`config.mk`:
```
export PLATFORM = sky130hd
export DESIGN_NAME = txps_top
export DESIGN_NICKNAME = d
export VERILOG_FILES = /design/src/rtl/txps_pkg.sv /design/src/rtl/txps_sync.sv /design/src/rtl/txps_qual.sv /design/src/rtl/txps_slip.sv /design/src/rtl/txps_top.sv
export SDC_FILE = /design/constraint.sdc
export NUM_CORES = 1
export LEC_CHECK = 0
export BUFFER_PORTS_ARGS = -buffer_cell sky130_fd_sc_hd__buf_2
export CELL_PAD_IN_SITES_DETAIL_PLACEMENT = 1
export CELL_PAD_IN_SITES_GLOBAL_PLACEMENT = 2
export CORE_UTILIZATION = 30
export CTS_CLUSTER_SIZE = 14
export DETAILED_ROUTE_END_ITERATION = 12
export PLACE_DENSITY_LB_ADDON = 0.15
export SETUP_SLACK_MARGIN = 0.5
export SLEW_MARGIN = 40
export SYNTH_ARGS = -nofsm -noshare
export SYNTH_HDL_FRONTEND = slang
export SYNTH_SLANG_ARGS = --single-unit
```
`constraint.sdc`:
```
create_clock -name clk -period 3.1 [get_ports clk]
set_input_delay 0.155 -clock clk [delete_from_list [all_inputs] [get_ports clk]]
set_output_delay 0.155 -clock clk [all_outputs]
set_load 0.1 [all_outputs]
```
`src/rtl/txps_pkg.sv`:
```
package txps_pkg;

  // Default geometry of the stage.
  localparam int WORD_W_DEF  = 10;
  localparam int COUNT_W_DEF = 4;

  // Saturate a requested slip count at the largest legal value.
  function automatic int sat_slip(input int req, input int top);
    return (req > top) ? top : req;
  endfunction

endpackage

```
`src/rtl/txps_sync.sv`:
```
module txps_sync #(
  parameter int N      = 1,
  parameter int STAGES = 2
) (
  input  logic         clk,
  input  logic         rst_n,
  input  logic [N-1:0] d_async,
  output logic [N-1:0] d_sync
);

  logic [N-1:0] chain [STAGES];

  generate
    for (genvar s = 0; s < STAGES; s++) begin : g_stage
      if (s == 0) begin : g_first
        always_ff @(posedge clk) begin
          if (!rst_n) chain[s] <= '0;
          else        chain[s] <= d_async;
        end
      end else begin : g_next
        always_ff @(posedge clk) begin
          if (!rst_n) chain[s] <= '0;
          else        chain[s] <= chain[s-1];
        end
      end
    end
  endgenerate

  assign d_sync = chain[STAGES-1];

endmodule

```
`src/rtl/txps_qual.sv`:
```
module txps_qual #(
  parameter int N = 1
) (
  input  logic         clk,
  input  logic         rst_n,
  input  logic [N-1:0] ctl_async,
  output logic [N-1:0] ctl_q
);

  logic [N-1:0] smp;
  logic [N-1:0] smp_d;
  logic         agree;

  txps_sync #(.N(N), .STAGES(2)) u_sync (
    .clk     (clk),
    .rst_n   (rst_n),
    .d_async (ctl_async),
    .d_sync  (smp)
  );

  always_ff @(posedge clk) begin
    if (!rst_n) smp_d <= '0;
    else        smp_d <= smp;
  end

  // Two successive synchronized samples must match before adoption.
  assign agree = (smp == smp_d);

  always_ff @(posedge clk) begin
    if (!rst_n)     ctl_q <= '0;
    else if (agree) ctl_q <= smp;
  end


  q_moves_chk: assert property (@(posedge clk) disable iff (!rst_n)
    !$stable(ctl_q) |-> $past(agree));

endmodule

```
`src/rtl/txps_slip.sv`:
```
module txps_slip #(
  parameter int W  = 10,
  parameter int CW = 4
) (
  input  logic          clk,
  input  logic          rst_n,
  input  logic [W-1:0]  din,
  input  logic [CW-1:0] n,
  input  logic          inv,
  output logic [W-1:0]  dout
);

  localparam int TOP = W - 1;

  logic [W-1:0] cur_w;
  logic [W-1:0] prev_w;
  logic [W-1:0] joined;
  logic [W-1:0] flipped;
  logic [1:0]   warm;

  // Take W bits out of {cur, prev}, n bits below the cur boundary.
  function automatic logic [W-1:0] join_words(input logic [W-1:0] c,
                                              input logic [W-1:0] p,
                                              input int k);
    logic [2*W-1:0] cat;
    cat = {c, p} >> (W - k);
    return cat[W-1:0];
  endfunction

  always_ff @(posedge clk) begin
    if (!rst_n) begin
      cur_w  <= '0;
      prev_w <= '0;
    end else begin
      cur_w  <= din;
      prev_w <= cur_w;
    end
  end

  assign joined  = join_words(cur_w, prev_w, int'(n));
  assign flipped = joined ^ {W{inv}};

  // Whole word registered: count and polarity switch on word edges only.
  always_ff @(posedge clk) begin
    if (!rst_n) dout <= '0;
    else        dout <= flipped;
  end

  always_ff @(posedge clk) begin
    if (!rst_n)            warm <= '0;
    else if (warm != 2'd3) warm <= warm + 2'd1;
  end


  cnt_range_chk: assert property (@(posedge clk) disable iff (!rst_n)
    int'(n) <= TOP);


  pass_lat_chk: assert property (@(posedge clk) disable iff (!rst_n)
    (warm == 2'd3 && $past(n) == '0 && !$past(inv)) |-> dout == $past(din, 2));


  inv_flip_chk: assert property (@(posedge clk) disable iff (!rst_n)
    (warm == 2'd3 && $past(n) == '0 && $past(inv)) |-> dout == ~$past(din, 2));


  rst_zero_chk: assert property (@(posedge clk)
    $past(!rst_n) |-> dout == '0);

endmodule

```
`src/rtl/txps_top.sv`:
```
module txps_top #(
  parameter int W  = txps_pkg::WORD_W_DEF,
  parameter int CW = txps_pkg::COUNT_W_DEF
) (
  input  logic          clk,
  input  logic          rst_n,
  input  logic [W-1:0]  word_in,
  input  logic          inv_async,
  input  logic [CW-1:0] slip_async,
  output logic [W-1:0]  word_out
);

  localparam int MAXS = W - 1;

  logic          inv_q;
  logic [CW-1:0] slip_q;
  logic [CW-1:0] slip_n;

  txps_qual #(.N(1)) u_inv (
    .clk       (clk),
    .rst_n     (rst_n),
    .ctl_async (inv_async),
    .ctl_q     (inv_q)
  );

  txps_qual #(.N(CW)) u_cnt (
    .clk       (clk),
    .rst_n     (rst_n),
    .ctl_async (slip_async),
    .ctl_q     (slip_q)
  );

  assign slip_n = CW'(txps_pkg::sat_slip(int'(slip_q), MAXS));

  txps_slip #(.W(W), .CW(CW)) u_dp (
    .clk   (clk),
    .rst_n (rst_n),
    .din   (word_in),
    .n     (slip_n),
    .inv   (inv_q),
    .dout  (word_out)
  );


  sat_keep_chk: assert property (@(posedge clk) disable iff (!rst_n)
    (int'(slip_q) <= MAXS) |-> slip_n == slip_q);

endmodule

```
==> qor.csv, run 1 <==
metric,value,unit
outcome,"complete, no violations",
crit_required,3.34,ns
fin_setup_tns,0,ns
async_flop_share,0,%
synth_area,2470,um^2
drt_iter0_drc,116,
io_buffers,26,
drv_cap,0,
syn_to_final_growth,26.1,%
clock_latency,0.31,ns
rsz0062_at_grt,true,
ys_warn_count,0,
vias,1933,
die_x,92.7,um
diodes,0,
die-area,8600,um^2
layout_common_cells,"dfxtp_1, and2_1, buf_2",
core,7850,um^2
power_leakage,1.30,nW
grtUsageMet3,2.71,%
tightest_slew,0.759,ns
avgSynthCellArea,9.99,um^2
avgViaCountPerCell,4.92,
max_freq,389,MHz
ir_drop,0.162,mV
start_kind,flop,
row_count,32,
grt_pass1_wl,10.3,mm
hold_viol_final,0,
cp-end-kind,flop,
drv_slew,0,
cts.sinks,50,
utilization,39.7,%
ys_ff_latch,50,
overflow,0,
cts_tree,yes,
powerDensity,473,nW/um^2
skew,0.00913,ns
die_h,92.7,um
grt_usage,15.6,%
hp-class,primary input to flop,
io_pins,27,
finalNetCount,308,
final_layout_size_suffix_gt1_share,34.4,%
fin_ws,0.527,ns
finalNonFillerCells,393,
cts-root-buf,clkbuf_8,
grt_pass1_vias,1923,
drc,0,
top_usage_layer,met2,
synth_edf_count,0,
ys.flop_type,dfxtp_1,
post-route-min-period,2.57,ns
critPathArrivalTime,2.81,ns
drtAntennaViolNets,0,
drtPass1Iterations,5,
start_util,31.5,%
clock_path_buffers,2,
crit_type,flop to flop,
clk_pin_slew,0.10,ns
layout_commonest_cell,dfxtp_1,
use_met2,24.7,%
hpwlAfterDp,4.37,mm
cts_made_buffers,5,
place.gp.congestion,0.826,
syn_nets,265,
wire_per_inst,15.9,um
yosysSeqAreaShare,40.5,%
dp_cells,368,
place_ws,0.305,ns
cp_max_fo,6,
htreeDepth,2,
wl,6.27,mm
power,1.47,mW
ys_types,49,
grt_antenna_before_repair,0,
relSlewSlack,49.0,%
gr-usage-met1,21.1,%
setup_violations,0,
grt_max_degree,43,
fin_crit_sh,83.0,%
synthCells,247,
-- worst max-delay path: stages, from the launching register on --
cell	delay (ns)
dfxtp_4	0.36
o21a_4	0.23
nor2_8	0.10
inv_4	0.04
ha_4	0.31
buf_6	0.13
buf_4	0.11
mux2_2	0.36
nand2_1	0.08
a21oi_1	0.12
a222oi_1	0.44
mux2i_1	0.22
-- power breakdown --
group	switching (mW)	leakage [nW]	total (mW)	internal (mW)
logic	0.188	0.830	0.314	0.125
registers	0.0196	0.413	0.692	0.673
clock network	0.225	0.0585	0.467	0.242
-- area by class of cell --
| cell class | count | area, um^2 |
|---|---|---|
| timing repair buffer | 52 | 340 |
| clock buffer | 5 | 68.8 |
| sequential | 50 | 1010 |
| multi-input combinational | 179 | 1510 |
| clock inverter | 3 | 43.8 |
| fill | 918 | 4740 |
| tap | 102 | 128 |
| inverter | 2 | 13.8 |
-- synth_stat cells (2+ instances only) --
cell type  count  share of area (%)
a221oi_1       3                1.1
mux2i_1       31                 13
nand3_1        2               0.41
o22ai_1        2               0.51
buf_6          2               0.91
mux2_4         2                1.2
o21a_1         2               0.61
a31oi_1        4                1.0
o211ai_1       2               0.61
a21o_1         2               0.61
xnor2_1        6                2.1
mux4_1         3                3.2
a222oi_1       2               0.81
and2_1        37                9.4
nand2b_1       2               0.51
nor4_1         3               0.76
nor2b_1        5                1.3
buf_2          4               0.81
dfxtp_1       50                 41
a211oi_1       9                2.7
clkbuf_1       8                1.2
a21oi_1        6                1.2
nor2_1        11                1.7
a22oi_1        3               0.91
mux2_2         5                2.3
nand2_1       11                1.7
nor3_1         3               0.61
o21ai_0        6                1.2
-- what timing repair did --
action                                  4_1_cts  5_1_grt
hold buffers                                  0        0
hold endpoints to repair                      0        0
buffers inserted                             10        7
resized for setup                             9       23
endpoints found under the setup margin        9        9
pin swaps                                     6        9
-- cell families after synthesis --
group | count (synthesis) | share of synthesized area, %
muxes | 41 | 19.3
buffers and inverters | 18 | 3.80
AOI/OAI and AO/OA | 50 | 14.8
adders and majority gates | 1 | 0.507
xor gates and xnor gates | 6 | 2.13
and+or+nand+nor | 81 | 18.9
DFF | 50 | 40.5
-- stage by stage --
step                cell area (um^2)  hold slack (ns)
floorplan                       2520            0.277
global placement                2750            0.357
finish                          3110           0.0405
detailed placement              2750            0.361
global route                    3110           0.0379
CTS                             2960           0.0340
-- registers in the layout, indices dropped and copies added (netlist names) --
signal and flops:
u_cnt.u_sync.chain 8, u_cnt.smp_d 4, u_dp.prev_w 10, u_dp.cur_w 10
u_inv.ctl_q 1, u_inv.smp_d 1, u_inv.u_sync.chain 2, u_cnt.ctl_q 4
u_dp.dout 10
-- metal layers --
metal / vias up / share of wire [%]
li1: 980 / -
met1: 909 / 50
met2: 36 / 45
met3: 8 / 2.9
met4: 0 / 1.7
met5: - / 0
-- path summary, 6_finish.rpt --
kind | startpoint | to | slack, ns | depth (start not counted)
worst max-delay path | u_cnt.ctl_q[2]$_SDFFE_PN0N_ | u_dp.dout[1]$_SDFF_PN0_ | 0.53 | 11
worst min-delay path | inv_async | u_inv.u_sync.chain[0]$_DFF_P_ | 0.04 | 2
worst max register to register | u_cnt.ctl_q[2]$_SDFFE_PN0N_ | u_dp.dout[1]$_SDFF_PN0_ | 0.53 | 11
worst min register to register | u_cnt.u_sync.chain[0][3]$_SDFF_PN0_ | u_cnt.u_sync.chain[1][3]$_SDFF_PN0_ | 0.44 | 1
Power figures use the tool's default switching activity.
==> run 2: changes to the inputs <==
==> constraint.sdc (replaced) <==
create_clock -name clk -period 2.6 [get_ports clk]
set_input_delay 0.13 -clock clk [delete_from_list [all_inputs] [get_ports clk]]
set_output_delay 0.13 -clock clk [all_outputs]
set_load 0.1 [all_outputs]
==> qor.csv, run 2 (same netlist as run 1, synthesis figures left out) <==
metric,value,unit,change
outcome,finished with violations,,
violations,setup timing,,
syn_to_final_growth,30.1,%,
cts.sinks,50,,unchanged
hpwlAfterDp,4.61,mm,+5.5%
die_x,92.7,um,unchanged
drc,0,,unchanged
clock_latency,0.30,ns,about the same
ir_drop,0.291,mV,+79%
drt_iter0_drc,64,,-45%
grt_max_degree,43,,unchanged
relSlewSlack,47.5,%,-1.5 points
post-route-min-period,2.62,ns,+0.0481 ns
crit_type,flop to flop,,
rsz0062_at_grt,true,,
fin_ws,-0.0211,ns,-0.548 ns
cts_made_buffers,5,,unchanged
clk_pin_slew,0.09,ns,about the same
hold_depth,2,,unchanged
overflow,0,,unchanged
tightest_slew,0.782,ns,+0.0227 ns
skew,0.00675,ns,-0.00238 ns
diodes,0,,unchanged
place_ws,-0.0352,ns,-0.341 ns
io_pins,27,,unchanged
row_count,32,,unchanged
hp-class,primary input to flop,,
die_h,92.7,um,unchanged
cts_hold_buffers,0,,unchanged
critPathArrivalTime,2.85,ns,+0.04 ns
fin_crit_sh,101,%,+18 points
grt_pass1_vias,2029,,+5.5%
powerDensity,519,nW/um^2,+9.6%
clock_path_buffers,2,,unchanged
max_freq,382,MHz,-1.8%
drtAntennaViolNets,0,,unchanged
start_util,31.5,%,unchanged
crit_required,2.82,ns,-0.52 ns
grt_antenna_before_repair,0,,unchanged
place.gp.congestion,0.774,,-6.2%
vias,1990,,+2.9%
hold_viol_final,0,,unchanged
layout_commonest_cell,dfxtp_1,,
start_kind,flop,,
finalNetCount,314,,+1.9%
final_layout_size_suffix_gt1_share,38.2,%,+3.8 points
drv_cap,0,,unchanged
top_regs,"u_dp.cur_w: 10 flops, u_dp.dout: 10 flops, u_dp.prev_w: 10 flops",,
core,7850,um^2,unchanged
cp_max_fo,6,,unchanged
drv_slew,0,,unchanged
htreeDepth,2,,unchanged
setup_violations,1,,+1
rr_worst_depth,10,,-1
cp-end-kind,flop,,
drtPass1Iterations,4,,-1
io_buffers,26,,unchanged
die-area,8600,um^2,unchanged
power_leakage,1.33,nW,+2.4%
layout_common_cells,"dfxtp_1, and2_1, buf_4",,
cts_tree,yes,,
grt_usage,16.3,%,+0.77 points
cts-root-buf,clkbuf_8,,
wire_per_inst,16.5,um,+3.7%
utilization,40.9,%,+1.3 points
avgViaCountPerCell,5.00,,+1.7%
grt_pass1_wl,10.8,mm,+5.3%
wl,6.58,mm,+5.0%
run 2: cell types whose count changed in the layout (fill, tap and decap cells not counted), sizes merged:
cell / previous run / this run
buf: 52 / 58
bufinv: 1 / 0
clkinvlp: 1 / 2
inv: 2 / 1
run 2: layout make-up:
cell class                      instances  area (um^2)
Tap cell                              102          128
Fill cell                             906         4640
Sequential cell                        50         1000
Timing Repair Buffer                   58          398
Multi-Input combinational cell        179         1590
Clock buffer                            5         68.8
Clock inverter                          2         15.0
Inverter                                2         11.3
run 2: path summary, 6_finish.rpt:
| path | slack, ns | start | end |
|---|---|---|---|
| max | -0.02 | u_cnt.ctl_q[1]$_SDFFE_PN0N_ | u_dp.dout[1]$_SDFF_PN0_ |
| min | 0.02 | inv_async | u_inv.u_sync.chain[0]$_DFF_P_ |
| max reg2reg | -0.02 | u_cnt.ctl_q[1]$_SDFFE_PN0N_ | u_dp.dout[1]$_SDFF_PN0_ |
| min reg2reg | 0.44 | u_inv.u_sync.chain[0]$_DFF_P_ | u_inv.u_sync.chain[1]$_DFF_P_ |
run 2: metrics by stage:
stage               hold slack (ns)  instance area, um^2  power, mW  TNS (ns)  std cells
detailed placement            0.335                 2830       1.19   -0.0352        379
floorplan                     0.252                 2520       1.10     -1.71        247
global route                 0.0112                 3210       1.75    -0.286        398
global placement              0.330                 2830       1.19         0        379
CTS                          0.0118                 3080       1.66         0        392
finish                       0.0249                 3210       1.67   -0.0211        398
run 2: timing repair:
item / 4_1_cts / 5_1_grt
gates resized for setup: 28 / 15
buffers inserted: 6 / 6
pin swaps: 6 / 11
endpoints found under the setup margin: 10 / 10
run 2: layer usage:
metal / part of all wire (%) / GRT usage [%]
met1: 49 / 21.9
met2: 47 / 26.9
met3: 2.6 / 2.46
met4: 1.1 / 5.26
met5: 0 / 0
run 2: power breakdown:
part,internal (mW),switching (mW)
Sequential,0.804,0.0241
Combinational,0.167,0.235
Clock,0.184,0.253
Total,1.15,0.512
run 2: worst max-delay path, cell delays in order (launching register included):
cell      delay, ns
dfxtp_2        0.34
o21a_4         0.23
nor2_8         0.09
inv_4          0.05
ha_4           0.33
buf_12         0.12
mux2_4         0.30
mux2_4         0.29
mux2_4         0.27
a222oi_1       0.30
mux2i_1        0.23
